$ cat config.mk
export PLATFORM = sky130hd
export DESIGN_NAME = irq_status_core
export DESIGN_NICKNAME = d
export VERILOG_FILES = /design/src/rtl/irq_status_core.sv
export SDC_FILE = /design/constraint.sdc
export NUM_CORES = 1
export LEC_CHECK = 0
export ABC_AREA = 1
export BUFFER_PORTS_ARGS = -buffer_cell sky130_fd_sc_hd__buf_4
export CAP_MARGIN = 20
export CORE_MARGIN = 2
export CORE_UTILIZATION = 49
export CTS_BUF_LIST = sky130_fd_sc_hd__clkbuf_16
export CTS_CLUSTER_DIAMETER = 120
export DETAILED_ROUTE_END_ITERATION = 10
export PLACE_DENSITY = 0.75
export SLEW_MARGIN = 20
export SYNTH_ARGS = -nofsm -noshare
export SYNTH_HDL_FRONTEND = slang
export SYNTH_SLANG_ARGS = --single-unit
$ cat constraint.sdc
create_clock -name clk -period 2.1 [get_ports clk]
set_input_delay 0.21 -clock clk [delete_from_list [all_inputs] [get_ports clk]]
set_output_delay 0.21 -clock clk [all_outputs]
set_load 0.01 [all_outputs]
$ cat src/rtl/irq_status_core.sv
module irq_status_core #(
  parameter int N = 8
) (
  input  logic         clk,
  input  logic         rst_n,
  input  logic         cs_n,
  input  logic         rd_n,
  input  logic         wr_n,
  input  logic         a0,
  input  logic [N-1:0] din,
  output logic [N-1:0] dout,
  input  logic [N-1:0] req,
  input  logic         ack,
  input  logic         eoi,
  output logic         int_out
);
  localparam int LW = $clog2(N);

  logic [N-1:0] irr_q, isr_q, imr_q;
  logic         sel_isr_q, poll_q;

  function automatic logic [LW:0] first_set(input logic [N-1:0] v);
    logic [LW:0] r;
    r = '0;
    for (int i = N - 1; i >= 0; i--)
      if (v[i]) r = {1'b1, LW'(i)};
    return r;
  endfunction

  logic          rd_evt, wr_evt, ctrl_wr, poll_rd, take, elig;
  logic [LW:0]   cand_f, serv_f;
  logic [LW-1:0] c_idx, s_idx;
  logic [N-1:0]  take_mask, eoi_mask;

  assign rd_evt  = !cs_n && !rd_n;
  assign wr_evt  = !cs_n && !wr_n;
  assign ctrl_wr = wr_evt && !a0 && din[4:3] == 2'b01;
  assign poll_rd = rd_evt && !a0 && poll_q;

  assign cand_f = first_set(irr_q & ~imr_q);
  assign serv_f = first_set(isr_q);
  assign c_idx  = cand_f[LW-1:0];
  assign s_idx  = serv_f[LW-1:0];
  assign elig   = cand_f[LW] && !(serv_f[LW] && s_idx <= c_idx);

  assign take      = elig && (ack || poll_rd);
  assign take_mask = take ? (N'(1) << c_idx) : '0;
  assign eoi_mask  = (eoi && serv_f[LW]) ? (N'(1) << s_idx) : '0;

  assign int_out = elig;

  always_comb begin
    dout = '0;
    if (rd_evt) begin
      if (a0)          dout = imr_q;
      else if (poll_q) dout = {elig, {(N-LW-1){1'b0}}, elig ? c_idx : {LW{1'b0}}};
      else if (sel_isr_q) dout = isr_q;
      else             dout = irr_q;
    end
  end

  always_ff @(posedge clk) begin
    if (!rst_n) begin
      irr_q     <= '0;
      isr_q     <= '0;
      imr_q     <= '0;
      sel_isr_q <= 1'b0;
      poll_q    <= 1'b0;
    end else begin
      irr_q <= (irr_q | req) & ~take_mask;
      isr_q <= (isr_q & ~eoi_mask) | take_mask;
      if (wr_evt && a0) imr_q <= din;
      if (ctrl_wr && din[1]) sel_isr_q <= din[0];
      if (ctrl_wr) poll_q <= din[2];
      else if (poll_rd) poll_q <= 1'b0;
    end
  end
endmodule


==> impl_metrics.toml <==
[synthesis]
synth_edf_count = 0
syn_nets = 280
syn_avg_cell_area_um2 = 6.74
synth-adder-area-share_pct = 2.20
ys_types = 27
synth_compound_area_share_pct = 23.1
synth-simple-area-share_pct = 34.4
ys_seq_elements = 26
synthArstFlopShare_pct = 0
synth_cells = 253
synth_area_um2 = 1700
yosys-mux-area-fraction_pct = 0
synth_top_family_by_area = "simple AND/OR/NAND/NOR gates"
synth_flop_cell = "dfxtp_1"
yosys_warnings = 0
synthXorXnorAreaFrac_pct = 0
synth_seq_area_share_pct = 30.5

[global_routing]
grt_max_degree = 17
first_global_vias = 1920
antenna_found_initial = 0
grt_pass1_wl_um = 8950
grt_overflow = 0
grt_use_total_pct = 28.5

[clocking]
clock-sinks = 26
htreeDepth = 1
clk_pin_slew_ns = 0.07
cts_buffers = 3
hold_buffers = 0
cts_tree = "done"
clk_latency_ns = 0.27
clock_path_buffers = 2
cts_root_buffer = "clkbuf_16"

[timing]
worst_slew_pin_slew_ns = 0.476
finalMaxSlewViolations = 0
fmax_mhz = 386
fin_ws_ns = -0.491
worst_hold_slack_ns = 0.157
relSlewSlack_pct = 68.2
period_minus_slack_ns = 2.59
finalSetupViolations = 21
rsz0062_at_grt = "yes"
skew_ns = 0.00712
hold_violations = 0
post-route-period-util_pct = 123

[placed_design]
io_buffer_count = 32
dp.final_hpwl_um = 3690
place.gp.congestion = 0.901
placedCellCount = 359
dp_slack_ns = -0.120

[setup_path]
crit_family = "simple AND/OR/NAND/NOR gates"
crit_path_frequent_cell = "nand2_2"
slowest_stage = "dfxtp_2"
worstPathRequired_ns = 1.89
crit_chain = "inv_2, o21ai_2, nand2_1, nand2_1, nand2_2, nand2_2, nand2_2, ha_1, nand3b_1, nand2_2, nand2_2, nand2_4, nand2_4, nor2_4, inv_2, nor2_1, o21a_1, buf_4"
arrival_ns = 2.38
crit_fanout = 3
crit_path_start_kind = "register"
critical_path.max_stage_delay_ns = 0.35
endpoint_kind = "primary output"
criticalPathCategory = "reg2out"
crit_buf_inv = 3

[power_and_ir_drop]
clockPowerShare_pct = 23.1
internal-power_w = 0.00155
seqPwrFrac_pct = 23.5
sw_frac_of_total_pct = 36.1
ir_drop_uv = 1100
power_frac_comb_pct = 53.3
total_power_w = 0.00242
p_leak_nw = 1.21
p_per_area_nw_per_um2 = 909
p_sw_w = 0.000876

[floorplanning]
die_h_um = 63.0
die_w_um = 63.0
io_pins = 33
die_area_um2 = 3970
fp-row-count = 21
coreArea_um2 = 3340
start_util_pct = 51.1

[finish]
area_growth_pct = 56.5
fillers = 222
drive_gt1_share_pct = 49.4
antennaDiodeCount = 0
fin_nets = 362
final_util_pct = 79.9
finalNonFillerCells = 380

[detailed_routing]
vias = 2026
drtIter0Drc = 121
ant_nets = 0
wl_per_cell_um = 15.3
drc = 0
avgViaCountPerCell = 5.33
dr.pass1.iters = 5
wl_um = 5830

[outcome]
violations = "negative setup slack"
status = "finished, violations left"

[flow_run]
maxCapViolCount = 0

[worst_hold_path]
min_path_type = "in2reg"
-- flip-flops by register name, indices dropped and copies added (netlist names) --
signal / count
isr_q: 8
poll_q: 1
sel_isr_q: 1
imr_q: 8
irr_q: 8
-- layout make-up --
| class | instances | area (um^2) | share of cell area [%] |
|---|---|---|---|
| clock buffer | 3 | 75.1 | 2.81 |
| clock inverter | 1 | 30.0 | 1.13 |
| inverter | 38 | 148 | 5.53 |
| multi-input combinational | 184 | 1160 | 43.4 |
| sequential | 26 | 531 | 19.9 |
| tap | 46 | 57.6 | 2.16 |
| timing repair buffer | 82 | 668 | 25.0 |
-- power groups by stage --
stage                     registers, W  clock network [W]  logic (W)
after floorplan               0.000575                  0   0.000521
after global placement        0.000575                  0   0.000837
after detailed placement      0.000576                  0   0.000849
after CTS                     0.000568           0.000558    0.00106
after global routing          0.000575           0.000584    0.00136
final                         0.000571           0.000561    0.00129
-- Yosys cell counts, types with 3 or more instances --
| cell | n | area [um^2] |
|---|---|---|
| nand2_1 | 45 | 169 |
| nor2_1 | 33 | 124 |
| a21oi_1 | 29 | 145 |
| inv_1 | 27 | 101 |
| dfxtp_1 | 26 | 521 |
| o21ai_0 | 22 | 110 |
| nand3_1 | 12 | 60.1 |
| inv_2 | 11 | 41.3 |
| nand2_2 | 10 | 62.6 |
| nor2_4 | 4 | 45.0 |
| buf_2 | 3 | 15.0 |
| ha_1 | 3 | 37.5 |
| nand2_4 | 3 | 33.8 |
| nand3_2 | 3 | 30.0 |
| nand4_1 | 3 | 18.8 |
| nor2_2 | 3 | 18.8 |
-- through the flow --
stage                     instance area, um^2  setup TNS, ns
final                                    2670          -3.54
after global routing                     2670          -5.08
after CTS                                2520          -1.67
after detailed placement                 2260         -0.409
after global placement                   2260         -0.273
after floorplan                          1730         -0.180
-- layer usage --
layer,track usage [%],vias to the layer above,part of all wire (%)
met2,48.5,100,49
met3,5.05,24,5.8
li1,-,979,-
met1,36.1,923,42
met4,9.17,0,3.6
met5,0,-,0
-- repair_timing --
item,4_1_cts,5_1_grt
hold endpoints to repair,0,0
gates resized for setup,19,39
buffers inserted,14,4
pin swaps,12,22
setup endpoints to repair,7,21
-- tightest hold or removal path: stages --
cell and delay [ns]:
buf_4 0.08, nor2_1 0.03, nor2_1 0.08
-- path summary, 6_finish.rpt --
path	start	end	slack, ns	depth (start not counted)
worst max-delay path	isr_q[7]$_SDFF_PN0_	dout[2]	-0.49	18
worst min-delay path	req[5]	irr_q[5]$_SDFF_PN0_	0.16	3
worst max register to register	isr_q[5]$_SDFF_PN0_	isr_q[1]$_SDFF_PN0_	-0.15	20
worst min register to register	isr_q[4]$_SDFF_PN0_	isr_q[4]$_SDFF_PN0_	0.46	2
-- cell families after synthesis --
group                      count (synthesis)
and+or+nand+nor                          118
adders and majority gates                  3
AOI/OAI and AO/OA                         63
buffers and inverters                     43
DFF                                       26
-- layout by cell type, fill, tap and decap left out --
cell and instances:
buf_4 68, nand2_1 38, nor2_1 31, a21oi_1 24, inv_1 21, o21ai_0 19, dfxtp_1 18, inv_2 16
nand2_2 14, buf_6 14, nand3_2 8, dfxtp_2 8, nand2_4 6, nor2_4 6, nand3_1 6, a21oi_2 5
nor2_2 3, a21oi_4 3, nand4_1 3, clkbuf_16 3, o21ai_1 2, o211ai_1 2, o21ai_4 2, o21a_1 2
nand3_4 2, ha_4 2, o21ai_2 1, nand3b_1 1, clkinv_4 1, a211oi_1 1, o21bai_4 1, a21o_2 1
ha_1 1, bufinv_16 1
(Power assumes the default switching activity.)
